$ cat src/rtl/chan_preset_pkg.sv
package chan_preset_pkg;
  localparam int unsigned ADDR_W = 3;

  localparam logic [ADDR_W-1:0] ADDR_CTRL     = 3'd0;
  localparam logic [ADDR_W-1:0] ADDR_PHASE    = 3'd1;
  localparam logic [ADDR_W-1:0] ADDR_SLEW     = 3'd2;
  localparam logic [ADDR_W-1:0] ADDR_EPOCH    = 3'd3;
  localparam logic [ADDR_W-1:0] ADDR_CODE_INC = 3'd4;
  localparam logic [ADDR_W-1:0] ADDR_CARR_INC = 3'd5;

  // Strobes from control to datapath, one bit per action this cycle
  typedef struct packed {
    logic shSel;
    logic shPhase;
    logic shSlew;
    logic shEpoch;
    logic apply;
    logic dirSel;
    logic dirPhase;
    logic dirSlew;
    logic dirEpoch;
    logic codeIncWr;
    logic carrIncWr;
  } presetStrobes_t;
endpackage

$ cat src/rtl/chan_preset_ctrl.sv
module chan_preset_ctrl
  import chan_preset_pkg::*;
(
  input  logic              clk,
  input  logic              rstN,
  input  logic              wrEn,
  input  logic [ADDR_W-1:0] wrAddr,
  input  logic              modeBit,
  input  logic              tic,
  input  logic              statusRd,
  output presetStrobes_t    strb,
  output logic              modeQ,
  output logic              armedQ,
  output logic              doneQ
);
  logic isCtrl, isPhase, isSlew, isEpoch;
  logic effMode;

  assign isCtrl  = wrEn && (wrAddr == ADDR_CTRL);
  assign isPhase = wrEn && (wrAddr == ADDR_PHASE);
  assign isSlew  = wrEn && (wrAddr == ADDR_SLEW);
  assign isEpoch = wrEn && (wrAddr == ADDR_EPOCH);

  // A control write picks the mode for its own selection field
  assign effMode = isCtrl ? modeBit : modeQ;

  always_comb begin
    strb           = '0;
    strb.shSel     = isCtrl  &&  effMode;
    strb.shPhase   = isPhase &&  effMode;
    strb.shSlew    = isSlew  &&  effMode;
    strb.shEpoch   = isEpoch &&  effMode;
    strb.dirSel    = isCtrl  && !effMode;
    strb.dirPhase  = isPhase && !effMode;
    strb.dirSlew   = isSlew  && !effMode;
    strb.dirEpoch  = isEpoch && !effMode;
    strb.apply     = tic && armedQ;
    strb.codeIncWr = wrEn && (wrAddr == ADDR_CODE_INC);
    strb.carrIncWr = wrEn && (wrAddr == ADDR_CARR_INC);
  end

  always_ff @(posedge clk) begin
    if (!rstN) begin
      modeQ  <= 1'b0;
      armedQ <= 1'b0;
      doneQ  <= 1'b0;
    end else begin
      if (isCtrl) modeQ <= modeBit;
      // A fresh epoch write re-arms even when a tick consumes the old arming
      if (strb.shEpoch)    armedQ <= 1'b1;
      else if (strb.apply) armedQ <= 1'b0;
      if (strb.apply)      doneQ <= 1'b1;
      else if (statusRd)   doneQ <= 1'b0;
    end
  end
endmodule

$ cat src/rtl/chan_preset_dp.sv
module chan_preset_dp
  import chan_preset_pkg::*;
#(
  parameter int unsigned DATA_W  = 32,
  parameter int unsigned SEL_W   = 6,
  parameter int unsigned EPOCH_W = 16,
  parameter int unsigned SLEW_W  = 11,
  parameter int unsigned PHASE_W = 10,
  parameter int unsigned INC_W   = 26
) (
  input  logic               clk,
  input  logic               rstN,
  input  presetStrobes_t     strb,
  input  logic [DATA_W-1:0]  wrData,
  output logic               codeSelLoad,
  output logic [SEL_W-1:0]   codeSel,
  output logic               epochLoad,
  output logic [EPOCH_W-1:0] epochVal,
  output logic               slewLoad,
  output logic [SLEW_W-1:0]  slewVal,
  output logic               phaseLoad,
  output logic [PHASE_W-1:0] phaseVal,
  output logic               codeIncLoad,
  output logic [INC_W-1:0]   codeInc,
  output logic               carrIncLoad,
  output logic [INC_W-1:0]   carrInc
);
  localparam int unsigned SEL_LSB = 1;
  localparam int unsigned SEL_MSB = SEL_LSB + SEL_W - 1;

  logic [SEL_W-1:0]   selField;
  logic [EPOCH_W-1:0] epochField;
  logic [SLEW_W-1:0]  slewField;
  logic [PHASE_W-1:0] phaseField;
  logic [INC_W-1:0]   incField;
  logic               unusedData;

  assign selField   = wrData[SEL_MSB:SEL_LSB];
  assign epochField = wrData[EPOCH_W-1:0];
  assign slewField  = wrData[SLEW_W-1:0];
  assign phaseField = wrData[PHASE_W-1:0];
  assign incField   = wrData[INC_W-1:0];
  assign unusedData = ^wrData;

  logic [SEL_W-1:0]   shSelQ;
  logic [EPOCH_W-1:0] shEpochQ;
  logic [SLEW_W-1:0]  shSlewQ;
  logic [PHASE_W-1:0] shPhaseQ;

  // Shadow registers: written on staged writes, after any same-cycle apply reads them
  always_ff @(posedge clk) begin
    if (!rstN) begin
      shSelQ   <= '0;
      shEpochQ <= '0;
      shSlewQ  <= '0;
      shPhaseQ <= '0;
    end else begin
      if (strb.shSel)   shSelQ   <= selField;
      if (strb.shEpoch) shEpochQ <= epochField;
      if (strb.shSlew)  shSlewQ  <= slewField;
      if (strb.shPhase) shPhaseQ <= phaseField;
    end
  end

  // Load ports: a tick apply has priority over a direct write to the same field
  always_ff @(posedge clk) begin
    if (!rstN) begin
      codeSelLoad <= 1'b0;
      epochLoad   <= 1'b0;
      slewLoad    <= 1'b0;
      phaseLoad   <= 1'b0;
      codeIncLoad <= 1'b0;
      carrIncLoad <= 1'b0;
      codeSel     <= '0;
      epochVal    <= '0;
      slewVal     <= '0;
      phaseVal    <= '0;
      codeInc     <= '0;
      carrInc     <= '0;
    end else begin
      codeSelLoad <= strb.apply | strb.dirSel;
      epochLoad   <= strb.apply | strb.dirEpoch;
      slewLoad    <= strb.apply | strb.dirSlew;
      phaseLoad   <= strb.apply | strb.dirPhase;
      codeIncLoad <= strb.codeIncWr;
      carrIncLoad <= strb.carrIncWr;
      if (strb.apply)         codeSel  <= shSelQ;
      else if (strb.dirSel)   codeSel  <= selField;
      if (strb.apply)         epochVal <= shEpochQ;
      else if (strb.dirEpoch) epochVal <= epochField;
      if (strb.apply)         slewVal  <= shSlewQ;
      else if (strb.dirSlew)  slewVal  <= slewField;
      if (strb.apply)         phaseVal <= shPhaseQ;
      else if (strb.dirPhase) phaseVal <= phaseField;
      if (strb.codeIncWr)     codeInc  <= incField;
      if (strb.carrIncWr)     carrInc  <= incField;
    end
  end
endmodule

$ cat src/rtl/chan_preset_top.sv
module chan_preset_top
  import chan_preset_pkg::*;
#(
  parameter int unsigned DATA_W  = 32,
  parameter int unsigned SEL_W   = 6,
  parameter int unsigned EPOCH_W = 16,
  parameter int unsigned SLEW_W  = 11,
  parameter int unsigned PHASE_W = 10,
  parameter int unsigned INC_W   = 26
) (
  input  logic               clk,
  input  logic               rstN,
  input  logic               wrEn,
  input  logic [2:0]         wrAddr,
  input  logic [DATA_W-1:0]  wrData,
  input  logic               tic,
  input  logic               statusRd,
  output logic               presetMode,
  output logic               presetArmed,
  output logic               presetDone,
  output logic               codeSelLoad,
  output logic [SEL_W-1:0]   codeSel,
  output logic               epochLoad,
  output logic [EPOCH_W-1:0] epochVal,
  output logic               slewLoad,
  output logic [SLEW_W-1:0]  slewVal,
  output logic               phaseLoad,
  output logic [PHASE_W-1:0] phaseVal,
  output logic               codeIncLoad,
  output logic [INC_W-1:0]   codeInc,
  output logic               carrIncLoad,
  output logic [INC_W-1:0]   carrInc
);
  presetStrobes_t strb;

  chan_preset_ctrl uCtrl (
    .clk      (clk),
    .rstN     (rstN),
    .wrEn     (wrEn),
    .wrAddr   (wrAddr),
    .modeBit  (wrData[0]),
    .tic      (tic),
    .statusRd (statusRd),
    .strb     (strb),
    .modeQ    (presetMode),
    .armedQ   (presetArmed),
    .doneQ    (presetDone)
  );

  chan_preset_dp #(
    .DATA_W (DATA_W), .SEL_W (SEL_W), .EPOCH_W (EPOCH_W),
    .SLEW_W (SLEW_W), .PHASE_W (PHASE_W), .INC_W (INC_W)
  ) uDp (
    .clk         (clk),
    .rstN        (rstN),
    .strb        (strb),
    .wrData      (wrData),
    .codeSelLoad (codeSelLoad),
    .codeSel     (codeSel),
    .epochLoad   (epochLoad),
    .epochVal    (epochVal),
    .slewLoad    (slewLoad),
    .slewVal     (slewVal),
    .phaseLoad   (phaseLoad),
    .phaseVal    (phaseVal),
    .codeIncLoad (codeIncLoad),
    .codeInc     (codeInc),
    .carrIncLoad (carrIncLoad),
    .carrInc     (carrInc)
  );
endmodule

$ cat config.mk
export PLATFORM = sky130hd
export DESIGN_NAME = chan_preset_top
export DESIGN_NICKNAME = d
export VERILOG_FILES = /design/src/rtl/chan_preset_pkg.sv /design/src/rtl/chan_preset_ctrl.sv /design/src/rtl/chan_preset_dp.sv /design/src/rtl/chan_preset_top.sv
export SDC_FILE = /design/constraint.sdc
export NUM_CORES = 1
export LEC_CHECK = 0
export CORE_MARGIN = 5
export CORE_UTILIZATION = 23
export DETAILED_ROUTE_END_ITERATION = 12
export DONT_BUFFER_PORTS = 1
export HOLD_SLACK_MARGIN = 0.15
export PLACE_DENSITY = 0.46
export RECOVER_POWER = 100
export REMOVE_ABC_BUFFERS = 1
export SYNTH_ARGS = -nofsm -noshare
export SYNTH_HDL_FRONTEND = slang
export SYNTH_SLANG_ARGS = --single-unit
$ cat constraint.sdc
create_clock -name clk -period 2.36 [get_ports clk]
set_input_delay 0.472 -clock clk [delete_from_list [all_inputs] [get_ports clk]]
set_output_delay 0.472 -clock clk [all_outputs]
set_load 0.005 [all_outputs]
Word-level counts from Yosys, hierarchy flattened:

Cells that the tools add are included.

* bits of input ports: 40
* flip-flop bits (word level): 147
* output and inout bits: 104
* word-level logic and storage cells: 64

* bitwise logic cells: 4
* muxes and demuxes: 13
* reduce and logical (&&, ||, !) cells: 23
* equal/unequal tests: 5

Operators with widths (count)
* 16-bit two-way mux: 2
* 11-bit two-way mux: 2
* 10-bit two-way mux: 2
* 1-bit logical AND: 15
* 6-bit two-way mux: 2
* 2-bit nonzero test: 6
* 3-bit by 2-bit == test with 1-bit output (second input constant): 2
* 3-bit == test (second input constant): 2
* 1-bit two-way mux: 5
* 1-bit OR: 4
* 3-bit by 1-bit == test with 1-bit output (second input constant): 1
* 3-bit logical NOT: 1
* 1-bit logical NOT: 1

Depth between registers and ports, before layout:

* depth after elaboration: 7
* depth in mapped cells: 6
* gate-level depth less buffers: 3

Modules after synthesis:

A second synthesis with hierarchy kept.

* cells, all modules: 544
* area total of the unflattened synthesis: 6202.2 µm²

By module, submodules not included
* chan_preset_dp: seq. area each 2882.8 µm², times used 1, area an instance 5960.7 µm², cells an instance 516
* chan_preset_ctrl: seq. area each 60.1 µm², times used 1, area an instance 241.5 µm², cells an instance 28

Least setup slack after synthesis:

No wires, ideal clock.

* kind: input to register
* start point: in wrEn
* end point: reg uDp.shSelQ[2]
* slack: 819 ps
* data arrival time: 1409 ps
* cell stages on the path: 5
* data required time: 2228 ps
* library setup time: 132 ps
* buffers on the path: 2
* cell sequence: buf_2 -> or4b_4 -> buf_6 -> o21ai_2 -> a21oi_1

* cells in the longest elaborated chain, start to end: 3

Ends and longest elaborated chain
* start, declared: RTL line chan_preset_top.sv:13 `input logic wrEn,`
* 1-bit logical AND *: RTL line chan_preset_ctrl.sv:19 `assign isCtrl = wrEn && (wrAddr == ADDR_CTRL);`
* 1-bit two-way mux: RTL line chan_preset_ctrl.sv:25 `assign effMode = isCtrl ? modeBit : modeQ;`
* 1-bit logical AND *: RTL line chan_preset_ctrl.sv:29 `strb.shSel = isCtrl && effMode;`
* end signal, assigned: RTL line chan_preset_dp.sv:58 `if (strb.shSel) shSelQ <= selField;`
* end, declared: RTL line chan_preset_dp.sv:45 `logic [SEL_W-1:0] shSelQ;`

Mark *: on every way between the ends. The rest lies on a longest branch, timed or not.
A chain may end at the register's enable or synchronous reset.

Worst setup path after layout:

* start point: in wrAddr[1]
* end point: reg uDp.carrInc[5]

* cells in the longest elaborated chain, start to end: 2

Ends and longest elaborated chain
* start, declared: RTL line chan_preset_top.sv:14 `input logic [2:0] wrAddr,`
* 3-bit == test: RTL line chan_preset_ctrl.sv:39 `strb.carrIncWr = wrEn && (wrAddr == ADDR_CARR_INC);`
* 1-bit logical AND: RTL line chan_preset_ctrl.sv:39
* end signal, assigned: RTL line chan_preset_dp.sv:96 `if (strb.carrIncWr) carrInc <= incField;`
* end, declared: RTL line chan_preset_dp.sv:26 `output logic [INC_W-1:0] carrInc`

No other way between the ends.

==> qor.yml <==
cells_and_area:
  most-common-layout-cells: "dfxtp_1 (147), a21oi_1 (145), nand2_1 (108)"
  multi_input_area_um2: 2480
  final_common_cell: "dfxtp_1"
  postLayoutCellArea_um2: 6630
  layout.nets: 720
  syn_to_final_growth_pct: 13.2
  area.sequential_um2: 2940
  antenna_cells: 0
  nFillCells: 2782
  final_layout_size_suffix_gt1_frac: 0.0866
grt:
  antenna_found_initial: 0
  grt_max_degree: 64
  overflow: 0
  track_usage: 0.137
  grt_pass1_wl_mm: 30.4
  grt_pass1_vias: 4800
clock_network:
  cts_setup_buffers: 0
  clock_latency_ps: 430
  cts_buffer_depth: 2
  ctsHoldBuffers: 0
  cts_root_buf: "clkbuf_16"
  clk_pin_slew_ps: 70
  htree_levels: 4
  cts_tree: "yes"
  clock_sinks: 147
  cts_made_buffers: 17
  cts_resized: 0
run_status:
  violations: "capacitance limit, slew limit"
  outcome: "complete, but fails checks"
synthesis:
  synth_area_leaders: "dfxtp_1 (50%), a21oi_1 (12%), o21ai_0 (7.7%)"
  yosys_warnings: 0
  syn_inst: 725
  synth_seq_area_share: 0.502
  synth_top_area_share: 0.502
  ys_seq_elements: 147
  netlist_area_um2: 5860
  synth.largest_area_cell: "dfxtp_1"
  avgSynthCellArea_um2: 8.08
  ys_types: 29
setup_path:
  crit_fanout: 26
  cp-start-kind: "primary input"
  cp.arrival_ps: 2170
  path_class: "primary input to flop"
  crit_path_end_kind: "flop"
  required_ps: 2680
drt:
  ant_nets: 0
  vias: 5073
  wl_per_cell_um: 19.8
  drtIter0Drc: 389
  vias_per_cell: 4.96
  dr.pass1.iters: 5
  drc: 0
  wl_mm: 20.2
pwr:
  netSwitchingPower_mw: 1.33
  p_int_mw: 4.39
  p_sw_frac: 0.233
  p_leak_nw: 2.02
  pwr-share-clk: 0.514
  powerDensity_nw_per_um2: 862
  pwr-share-seq: 0.446
  combinationalPowerShare: 0.040
  ir_drop_mv: 0.401
sta:
  fmax_mhz: 540
  slew_headroom: -0.0252
  grt_setup_unrepaired: "false"
  clock-skew-final_ps: 19.2
  finalHoldViolations: 0
  finalCritPeriodShare: 0.784
  slew_viol_final: 27
  period_needed_ps: 1850
  setup_violations: 0
  final.setup.tns_ps: 0
  worst_pin_slew_ps: 1540
floorplanning:
  io_pins: 144
  die_x_um: 170
  rows: 58
  dieArea_um2: 28800
  dieHeight_um: 170
  core_um2: 25100
  start_util: 0.233
place:
  io_buffer_count: 0
  place_congestion: 0.664
  dp_hpwl_mm: 11.9
  place_area_um2: 6040
hold_path:
  holdCritPathClass: "primary input to flop"
flow_run:
  cap_violations: 1
[layout make-up]
cell class,count,area share
sequential,147,0.444
inverter,2,0.00132
multi-input combinational,493,0.373
tap,330,0.0623
timing repair buffer,19,0.0249
clock inverter,11,0.0266
clock buffer,21,0.0679
[power by group through the flow]
stage | clock network [mW] | logic, mW | registers (mW)
after global placement | 0 | 0.235 | 2.61
after detailed placement | 0 | 0.235 | 2.61
after global routing | 3.13 | 0.257 | 2.55
final | 2.94 | 0.228 | 2.55
after CTS | 3.03 | 0.236 | 2.55
after floorplan | 0 | 0.144 | 2.59
[sequential cells by signal, indices dropped and copies added, names as in the netlist, 6 cells and up]
name          flops
uDp.codeSel       6
uDp.slewVal      11
uDp.epochVal     16
uDp.shSelQ        6
uDp.carrInc      26
uDp.shEpochQ     16
uDp.codeInc      26
uDp.shSlewQ      11
uDp.shPhaseQ     10
uDp.phaseVal     10
[logic make-up after synthesis]
logic type | count (synthesis) | synth area share
AO/OA/AOI/OAI | 317 | 0.286
AND/OR/NAND/NOR | 176 | 0.139
flip-flops | 147 | 0.502
buffers and inverters | 85 | 0.0728
[final timing paths]
kind / from / end / slack [ps] / cells past startpoint
setup reg to reg: uCtrl.modeQ / uDp.phaseVal[6] / 660 / 4
hold reg to reg: uDp.shSelQ[2] / uDp.shSelQ[2] / 460 / 2
setup / recovery: wrAddr[1] / uDp.carrInc[5] / 510 / 4
hold / removal: wrData[8] / uDp.codeInc[8] / 170 / 2
[per-stage QoR]
stage	hold slack (ps)	setup WS (ps)	power (mW)	std cells	util
after floorplan	440	254	2.74	642	-
after global placement	447	630	2.84	991	0.241
after detailed placement	451	619	2.84	991	0.241
after CTS	152	689	5.82	1023	0.266
after global routing	160	291	5.94	1023	0.264
final	174	510	5.72	1023	0.264
[worst max-delay path: stages]
cell	delay, ps
and4b_1	210
clkbuf_1	1100
nand2_1	190
a21oi_1	170
[metal layers]
metal  up-vias  part of all wire  global-route usage
met5         -                 0                   0
met4         0             0.012              0.0403
met3        14             0.082              0.0489
met2       169              0.45               0.212
met1      2443              0.45               0.180
li1       2447                 -                   -
[synth_stat cells, drive strengths merged]
master,count
inv,2
nor2,7
a21oi,145
nor2b,3
nand4bb,1
nand4b,1
dfxtp,147
nand3,43
nand2b,3
nand3b,1
and3b,1
clkbuf,44
or3b,1
a31oi,43
buf,39
nand2,108
and4b,1
nor3b,1
and4bb,1
and2,2
o21ai,129
nor4b,1
or4b,1
(Power assumes the default switching activity.)
